## src/rtl/cds_pkg.sv

```systemverilog
`timescale 1ns/1ps
package cds_pkg;

  // Attribute byte layout; the first member is the MSB.
  typedef struct packed {
    logic invis;  // bit 4
    logic blink;  // bit 3
    logic rev;    // bit 2
    logic uline;  // bit 1
    logic bold;   // bit 0
  } cell_attr_t;

  localparam int ATTR_W = $bits(cell_attr_t);

  // Index of each interrupt kind in the pending flag vector.
  localparam int IRQ_ROW = 0;
  localparam int IRQ_RET = 1;

endpackage

```

## src/rtl/cds_cell_timer.sv

```systemverilog
`timescale 1ns/1ps
// Free-running dot counter that decodes the load and shift strobes.
// DOTS must be a power of two.
module cds_cell_timer #(
  parameter int DOTS = 8
) (
  input  logic clk,
  input  logic rst,
  input  logic dbl_wide,
  output logic load,
  output logic shift_en
);
  localparam int DW = $clog2(DOTS);
  localparam int TW = DW + 1;

  logic [TW-1:0] tcnt;

  always_ff @(posedge clk) begin
    if (rst) tcnt <= '0;
    else     tcnt <= tcnt + 1'b1;
  end

  always_comb begin
    if (dbl_wide) begin
      load     = (tcnt == TW'(2*DOTS-1));
      shift_en = tcnt[0];
    end else begin
      load     = (tcnt[DW-1:0] == DW'(DOTS-1));
      shift_en = 1'b1;
    end
  end
endmodule

```

## src/rtl/cds_scan_irq.sv

```systemverilog
`timescale 1ns/1ps
// Scan-line counter within a character row, plus the interrupt flags.
module cds_scan_irq #(
  parameter int LINES = 10,
  parameter int LW    = 4
) (
  input  logic          clk,
  input  logic          rst,
  input  logic          line_end,
  input  logic          vret,
  input  logic          irq_ack,
  output logic [LW-1:0] scan_line,
  output logic [1:0]    irq_flags,
  output logic          irq
);
  import cds_pkg::*;

  logic [LW-1:0] scan_q;
  logic [1:0]    flags_q;
  logic          irq_q;
  logic          row_ev;
  logic [1:0]    flags_nxt;

  assign row_ev = line_end && (scan_q == LW'(LINES-1));

  always_comb begin
    // An acknowledge clears both flags, but an event in the same clock still sets its own.
    flags_nxt          = irq_ack ? 2'b00 : flags_q;
    flags_nxt[IRQ_ROW] = flags_nxt[IRQ_ROW] | row_ev;
    flags_nxt[IRQ_RET] = flags_nxt[IRQ_RET] | vret;
  end

  always_ff @(posedge clk) begin
    if (rst) begin
      scan_q  <= '0;
      flags_q <= '0;
      irq_q   <= 1'b0;
    end else begin
      if (vret)        scan_q <= '0;
      else if (row_ev) scan_q <= '0;
      else if (line_end) scan_q <= scan_q + 1'b1;
      flags_q <= flags_nxt;
      irq_q   <= |flags_nxt;
    end
  end

  assign scan_line = scan_q;
  assign irq_flags = flags_q;
  assign irq       = irq_q;
endmodule

```

## src/rtl/cds_glyph_addr.sv

```systemverilog
`timescale 1ns/1ps
// Builds the glyph ROM address from the code, the scan line and the double-height controls.
module cds_glyph_addr #(
  parameter int CODE_W = 8,
  parameter int LW     = 4,
  parameter int LINES  = 10
) (
  input  logic [CODE_W-1:0]    code,
  input  logic [LW-1:0]        scan_line,
  input  logic                 dbl_high,
  input  logic                 bottom_half,
  output logic [CODE_W+LW-1:0] addr
);
  localparam int HALF = LINES / 2;

  logic [LW-1:0] glyph_line;

  always_comb begin
    if (dbl_high)
      glyph_line = (scan_line >> 1) + (bottom_half ? LW'(HALF) : LW'(0));
    else
      glyph_line = scan_line;
    addr = {code, glyph_line};
  end
endmodule

```

## src/rtl/cds_dot_pipe.sv

```systemverilog
`timescale 1ns/1ps
// Code and attribute latches, the attribute delay stage and the dot shift register.
module cds_dot_pipe #(
  parameter int CODE_W = 8,
  parameter int DOTS   = 8
) (
  input  logic                clk,
  input  logic                rst,
  input  logic                load,
  input  logic                shift_en,
  input  logic [CODE_W-1:0]   char_code,
  input  cds_pkg::cell_attr_t attr_in,
  input  logic [DOTS-1:0]     glyph_row,
  output logic [CODE_W-1:0]   code_q,
  output logic                dot,
  output cds_pkg::cell_attr_t attr_cur
);
  import cds_pkg::*;

  cell_attr_t      attr_q;
  cell_attr_t      attr_pipe;
  logic [DOTS-1:0] shreg;

  always_ff @(posedge clk) begin
    if (rst) begin
      code_q    <= '0;
      attr_q    <= '0;
      attr_pipe <= '0;
      shreg     <= '0;
    end else if (load) begin
      code_q    <= char_code;
      attr_q    <= attr_in;
      attr_pipe <= attr_q;      // stays with the row that is loaded now
      shreg     <= glyph_row;
    end else if (shift_en) begin
      shreg     <= {shreg[DOTS-2:0], 1'b0};
    end
  end

  assign dot      = shreg[DOTS-1];
  assign attr_cur = attr_pipe;
endmodule

```

## src/rtl/cds_attr_mixer.sv

```systemverilog
`timescale 1ns/1ps
// Applies the attributes and blanking to each serial dot; outputs are registered.
module cds_attr_mixer #(
  parameter int LW      = 4,
  parameter int UL_LINE = 9
) (
  input  logic                clk,
  input  logic                rst,
  input  logic                dot,
  input  cds_pkg::cell_attr_t attr,
  input  logic [LW-1:0]       scan_line,
  input  logic                blink_phase,
  input  logic                blank,
  output logic                video_dot,
  output logic                video_hi
);
  logic d_ul, d_rev, d_fin;

  always_comb begin
    d_ul  = dot | (attr.uline && (scan_line == LW'(UL_LINE)));
    d_rev = d_ul ^ attr.rev;
    d_fin = d_rev && !(attr.blink && blink_phase) && !attr.invis && !blank;
  end

  always_ff @(posedge clk) begin
    if (rst) begin
      video_dot <= 1'b0;
      video_hi  <= 1'b0;
    end else begin
      video_dot <= d_fin;
      video_hi  <= d_fin & attr.bold;
    end
  end
endmodule

```

## src/rtl/cell_dot_serializer.sv

```systemverilog
`timescale 1ns/1ps
module cell_dot_serializer #(
  parameter int CODE_W  = 8,
  parameter int DOTS    = 8,
  parameter int LINES   = 10,
  parameter int LW      = 4,
  parameter int UL_LINE = 9
) (
  input  logic                 clk,
  input  logic                 rst,
  input  logic [CODE_W-1:0]    char_code,
  input  logic [4:0]           attr_in,
  output logic                 cell_take,
  output logic [CODE_W+LW-1:0] glyph_addr,
  input  logic [DOTS-1:0]      glyph_row,
  input  logic                 dbl_high,
  input  logic                 bottom_half,
  input  logic                 dbl_wide,
  input  logic                 blink_phase,
  input  logic                 hblank,
  input  logic                 vblank,
  input  logic                 line_end,
  input  logic                 vret,
  input  logic                 irq_ack,
  output logic                 video_dot,
  output logic                 video_hi,
  output logic                 irq,
  output logic [1:0]           irq_flags,
  output logic [LW-1:0]        scan_line
);
  import cds_pkg::*;

  logic              load, shift_en, dot;
  logic [CODE_W-1:0] code_q;
  cell_attr_t        attr_cur;

  cds_cell_timer #(.DOTS(DOTS)) u_timer (
    .clk(clk), .rst(rst), .dbl_wide(dbl_wide), .load(load), .shift_en(shift_en)
  );

  cds_scan_irq #(.LINES(LINES), .LW(LW)) u_scan (
    .clk(clk), .rst(rst), .line_end(line_end), .vret(vret), .irq_ack(irq_ack),
    .scan_line(scan_line), .irq_flags(irq_flags), .irq(irq)
  );

  cds_glyph_addr #(.CODE_W(CODE_W), .LW(LW), .LINES(LINES)) u_addr (
    .code(code_q), .scan_line(scan_line), .dbl_high(dbl_high),
    .bottom_half(bottom_half), .addr(glyph_addr)
  );

  cds_dot_pipe #(.CODE_W(CODE_W), .DOTS(DOTS)) u_pipe (
    .clk(clk), .rst(rst), .load(load), .shift_en(shift_en),
    .char_code(char_code), .attr_in(cell_attr_t'(attr_in)), .glyph_row(glyph_row),
    .code_q(code_q), .dot(dot), .attr_cur(attr_cur)
  );

  cds_attr_mixer #(.LW(LW), .UL_LINE(UL_LINE)) u_mix (
    .clk(clk), .rst(rst), .dot(dot), .attr(attr_cur), .scan_line(scan_line),
    .blink_phase(blink_phase), .blank(hblank | vblank),
    .video_dot(video_dot), .video_hi(video_hi)
  );

  assign cell_take = load;
endmodule

```

## config.mk

```make
export PLATFORM = sky130hd
export DESIGN_NAME = cell_dot_serializer
export DESIGN_NICKNAME = d
export VERILOG_FILES = /design/src/rtl/cds_pkg.sv /design/src/rtl/cds_cell_timer.sv /design/src/rtl/cds_scan_irq.sv /design/src/rtl/cds_glyph_addr.sv /design/src/rtl/cds_dot_pipe.sv /design/src/rtl/cds_attr_mixer.sv /design/src/rtl/cell_dot_serializer.sv
export SDC_FILE = /design/constraint.sdc
export NUM_CORES = 1
export LEC_CHECK = 0
export ABC_AREA = 1
export BUFFER_PORTS_ARGS = -buffer_cell sky130_fd_sc_hd__buf_4
export CAP_MARGIN = 25
export CORE_MARGIN = 2
export CORE_UTILIZATION = 45
export CTS_BUF_LIST = sky130_fd_sc_hd__clkbuf_16
export DETAILED_ROUTE_END_ITERATION = 7
export PLACE_DENSITY = 0.71
export SYNTH_ARGS = -nofsm -noshare
export SYNTH_HDL_FRONTEND = slang
export SYNTH_SLANG_ARGS = --single-unit
```

## constraint.sdc

```tcl
create_clock -name clk -period 1.83 [get_ports clk]
set_clock_uncertainty 0.05 [all_clocks]
set_input_delay 0.366 -clock clk [delete_from_list [all_inputs] [get_ports clk]]
set_output_delay 0.366 -clock clk [all_outputs]
set_load 0.01 [all_outputs]
```

# Word level (Yosys, flattened, before mapping)
# Index checks and enable logic that the tools add are counted.
# totals
elab_cells	49
output_inout_bits	22
inputBits	32
reg_bits	39
# op_classes
bitwise_logic	6
add_sub_neg	3
n_eq_ne	3
reduce_logical	12
muxes	7
# ops
op	count
8-bit 2-to-1 mux	2
4-bit by 1-bit adder with 4-bit output, second input constant	2
4-bit equality test, second input constant	2
1-bit logical AND	6
3-bit by 4-bit adder with 4-bit output	1
4-bit 2-to-1 mux	1
1-bit OR	4
3-bit equality test, second input constant	1
1-bit zero test	3
3-bit 2-to-1 mux	1
3-bit OR reduction	1
1-bit 2-to-1 mux	2
2-bit 2-to-1 mux	1
2-bit nonzero test	1
2-bit OR reduction	1
1-bit bitwise AND	1
1-bit bitwise XOR	1

# Longest topological paths before layout
# logic_depth
ltp_word	8
depth_mapped	8
ltp_nobuf	8

# Hierarchy
# Synthesis repeated with hierarchy kept, for this count alone.
# unflattened
cells_unflattened	257
area_unflattened_um2	1848.0
# modules_own_cells
mod	cells_each	n_inst	seq_area_each_um2	area_each_um2
cds_dot_pipe	137	1	520.5	1023.5
cds_scan_irq	44	1	140.1	315.3
cds_cell_timer	23	1	80.1	178.9
cds_glyph_addr	29	1	0.0	171.4
cds_attr_mixer	21	1	40.0	147.6
cell_dot_serializer	3	1	0.0	11.3

# Least setup slack after synthesis
# No wires, ideal clock.
# synth_path
path_kind	register to output
startpoint	register u_timer.tcnt[0]
endpoint	output cell_take
path_buffers	1
t_arrival_ps	1188
slack_ps	226
required_ps	1414
path_stages_with_launch	6
cell_sequence	dfxtp_1 ha_1 ha_1 nand2_2 o21ai_4 buf_4
# synth_via
elab_chain_len	2
elab_cells_between_ends	3
cone_classes	eq/ne (2); mux (1)
# synth_rtl
item	line_no	text
start: declaration	cds_cell_timer.sv:16	logic [TW-1:0] tcnt;
start signal: assignment	cds_cell_timer.sv:20	else tcnt <= tcnt + 1'b1;
4-bit equality test / 3-bit equality test (equally long branches)	cds_cell_timer.sv:25, cds_cell_timer.sv:28	
1-bit 2-to-1 mux (*)	cds_cell_timer.sv:24	if (dbl_wide) begin
end: declaration	cell_dot_serializer.sv:13	output logic cell_take,
# Every way passes the cells marked *; elsewhere a longest branch is shown, timed or not.

# Worst setup path in the final report
# Ends and elaborated chain as after synthesis.

==> results.sh <==
export IMPL_required_ns=1.41
export IMPL_path_clk_slew_ns=0.06
export IMPL_ctsHoldBuffers=0
export IMPL_pre_cts_ws_ns=0.1521
export IMPL_path_max_fanout=8
export IMPL_period_minus_slack_ns=1.770
export IMPL_grt_overflow_total=0
export IMPL_powerDensity_mw_per_mm2=839.5
export IMPL_ys_seq_elements=39
export IMPL_power_leakage_nw=1.268
export IMPL_n_antenna_cell=0
export IMPL_synthTopCellsByArea="dfxtp_1 (44%), nor2_1 (11%), inv_1 (7.6%), nand2_1 (7.0%), nand3_1 (5.9%)"
export IMPL_cp_start_kind="register"
export IMPL_yosysWarnings=0
export IMPL_p_int_mw=1.615
export IMPL_clock_sinks=39
export IMPL_switchingPower_uw=439.4
export IMPL_setup_viol=0
export IMPL_worstPathArrival_ns=1.35
export IMPL_wl_per_cell_um=11.08
export IMPL_clock_fmax_mhz=565.0
export IMPL_fill_cells=326
export IMPL_synthMuxAreaShare_pct=1.203
export IMPL_routed_wl_mm=3.879
export IMPL_ios=54
export IMPL_grt_max_degree=23
export IMPL_root_buffer="clkbuf_16"
export IMPL_synth_avg_cell_area_um2=7.275
export IMPL_power_switching_share_pct=21.39
export IMPL_setup_tns_ns=0
export IMPL_fp_row_count=22
export IMPL_drv_slew=0
export IMPL_syn_num_nets=282
export IMPL_synthCells=243
export IMPL_vdd_drop_max_mv=0.5970
export IMPL_synth_top_family_by_area="simple AND/OR/NAND/NOR gates"
export IMPL_yosysTopAreaCell="dfxtp_1"
export IMPL_worst_pin_slew_ns=0.3024
export IMPL_clk_insertion_delay_late_ns=0.28
export IMPL_rsz0062_at_grt="no"
export IMPL_fp_dieH_um=66.68
export IMPL_synth_compound_area_share_pct=8.351
export IMPL_core_area_mm2=0.003716
export IMPL_drive_gt1_share_pct=26.16
export IMPL_outcome="finished clean"
export IMPL_clkPwrFrac_pct=47.4
export IMPL_yosys_area_top_type_share_pct=44.16
export IMPL_synthAdderAreaFrac_pct=4.954
export IMPL_drcViolationCount=0
export IMPL_vias=1668
export IMPL_final_area_mm2=0.002447
export IMPL_synthesis_area_mm2=0.001768
export IMPL_ys_seq_area_share_pct=44.16
export IMPL_p_seq_share_pct=43.2
export IMPL_track_usage_pct=19.13
export IMPL_placed_area_mm2=0.002225
export IMPL_placed_cells=342
export IMPL_yosys_area_share_simple_pct=28.66
export IMPL_critPathKind="reg2out"
export IMPL_fin_cells=350
export IMPL_grt_pass1_wl_mm=6.465
export IMPL_combPwrFrac_pct=9.4
export IMPL_initial_utilization_pct=47.58
export IMPL_hold_viol=0
export IMPL_drtPass1Iterations=4
export IMPL_viasPerCell=4.766
export IMPL_cts_tree="yes"
export IMPL_cts_inserted_buffers=5
export IMPL_dp_hpwl_mm=2.643
export IMPL_grt_pass1_vias=1519
export IMPL_grt_antenna_before_repair=0
export IMPL_max_slew_margin_pct=79.81
export IMPL_synth_cell_types=23
export IMPL_finalCritPeriodShare_pct=96.72
export IMPL_final_nets=340
export IMPL_ant_nets=0
export IMPL_finalPower_mw=2.055
export IMPL_worst_slack_ns=0.06009
export IMPL_endpoint_kind="primary output"
export IMPL_dieWidth_um=66.68
export IMPL_io_buffers=53
export IMPL_routabilityCongestion=0.7742
export IMPL_syn_to_final_growth_pct=38.43
export IMPL_maxCapViolCount=0
export IMPL_synth_xor_xnor_area_share_pct=1.982
export IMPL_clock_path_buffers=2
export IMPL_min_path_type="in2reg"
export IMPL_die_area_mm2=0.004446
export IMPL_cts_max_level=2
export IMPL_drt_first_iter_violations=110
[power groups by stage]
stage               Combinational, mW  Clock (mW)  Sequential (mW)
global placement                0.183           0            0.905
floorplan                      0.0964           0            0.905
detailed placement              0.187           0            0.905
finish                          0.192       0.974            0.888
CTS                             0.192       0.996            0.889
global route                    0.217        1.04            0.890
[cells by family (layout without fill, tap and decap cells)]
kind of cell,after synthesis,after routing
simple gates,118,118
compound gates,27,27
mux,2,2
xor+xnor,4,4
flops,39,39
buf+inv,46,105
fa+ha+maj,7,7
[registers in the layout, summed over array words and instances (netlist names)]
signal / flops
u_mix.video_dot: 1
u_mix.video_hi: 1
u_pipe.attr_cur: 5
u_pipe.attr_q: 5
u_pipe.code_q: 8
u_pipe.shreg: 8
u_scan.irq: 1
u_scan.irq_flags: 2
u_scan.scan_line: 4
u_timer.tcnt: 4
[placed cells by master, fill, tap and decap left out, types with 2 or more instances in the layout]
cell type,count
ha_1,3
inv_1,36
nand2_1,33
a21oi_1,6
nand3_1,21
xor2_1,2
nand4_1,11
nand2_4,2
buf_4,59
dfxtp_1,36
xnor2_1,2
dfxtp_4,2
o21ai_0,19
clkbuf_16,5
nor2_1,51
ha_4,3
[routing by layer]
metal / part of all wire (%) / vias up / global-route usage [%]
li1: - / 880 / -
met1: 46 / 745 / 24.16
met2: 47 / 39 / 30.13
met3: 5.6 / 4 / 5.574
met4: 1.4 / 0 / 8.418
met5: 0 / - / 0
[worst max-delay path: stages (launching register included)]
cell,delay [ns]
dfxtp_4,0.36
ha_4,0.17
ha_2,0.18
nand2_4,0.12
o21ai_4,0.09
buf_4,0.15
[timing repair]
action / in CTS / in global routing
endpoints found under the setup margin: 1 / 3
pin swaps: 1 / 1
resized for setup: 4 / 9
cloned: 0 / 0
setup buffers: 0 / 0
[through the flow]
step / utilization [%] / hold WS, ns
6_report: 65.86 / 0.2573
5_1_grt: 65.86 / 0.2558
4_1_cts: 64.92 / 0.2533
3_5_place_dp: 59.87 / 0.3673
3_3_place_gp: 59.87 / 0.3699
2_1_floorplan: - / 0.3551
[path summary, 6_finish.rpt]
path	startpoint	to	slack, ns	cells past startpoint
hold reg to reg	u_pipe.attr_cur[0]	u_mix.video_hi	0.38	2
hold / removal	char_code[0]	u_pipe.code_q[0]	0.26	3
setup reg to reg	u_timer.tcnt[0]	u_pipe.shreg[1]	0.32	9
setup / recovery	u_timer.tcnt[0]	cell_take	0.06	5
[final cells by class]
cell class / instances / area (um2) / area share [%]
multi-input cells: 158 / 843.3 / 34.46
flip-flops and latches: 39 / 789.5 / 32.26
repair buffers: 59 / 442.9 / 18.10
inverters: 38 / 142.6 / 5.828
clock buffers: 5 / 125.1 / 5.112
well taps: 48 / 60.06 / 2.454
clock inverters: 3 / 43.79 / 1.789
[synth_stat cells]
cell type / n
nor2_1: 51
dfxtp_1: 39
inv_1: 36
nand2_1: 33
nand3_1: 21
o21ai_0: 19
nand4_1: 11
ha_1: 7
a21oi_1: 6
clkbuf_1: 4
buf_4: 2
xnor2_1: 2
xor2_1: 2
a31oi_1: 1
buf_2: 1
buf_6: 1
clkinv_1: 1
inv_2: 1
mux2_2: 1
mux2i_1: 1
nand2_2: 1
nand2_4: 1
o21ai_4: 1
No activity file was read; power rests on OpenSTA's default activity.
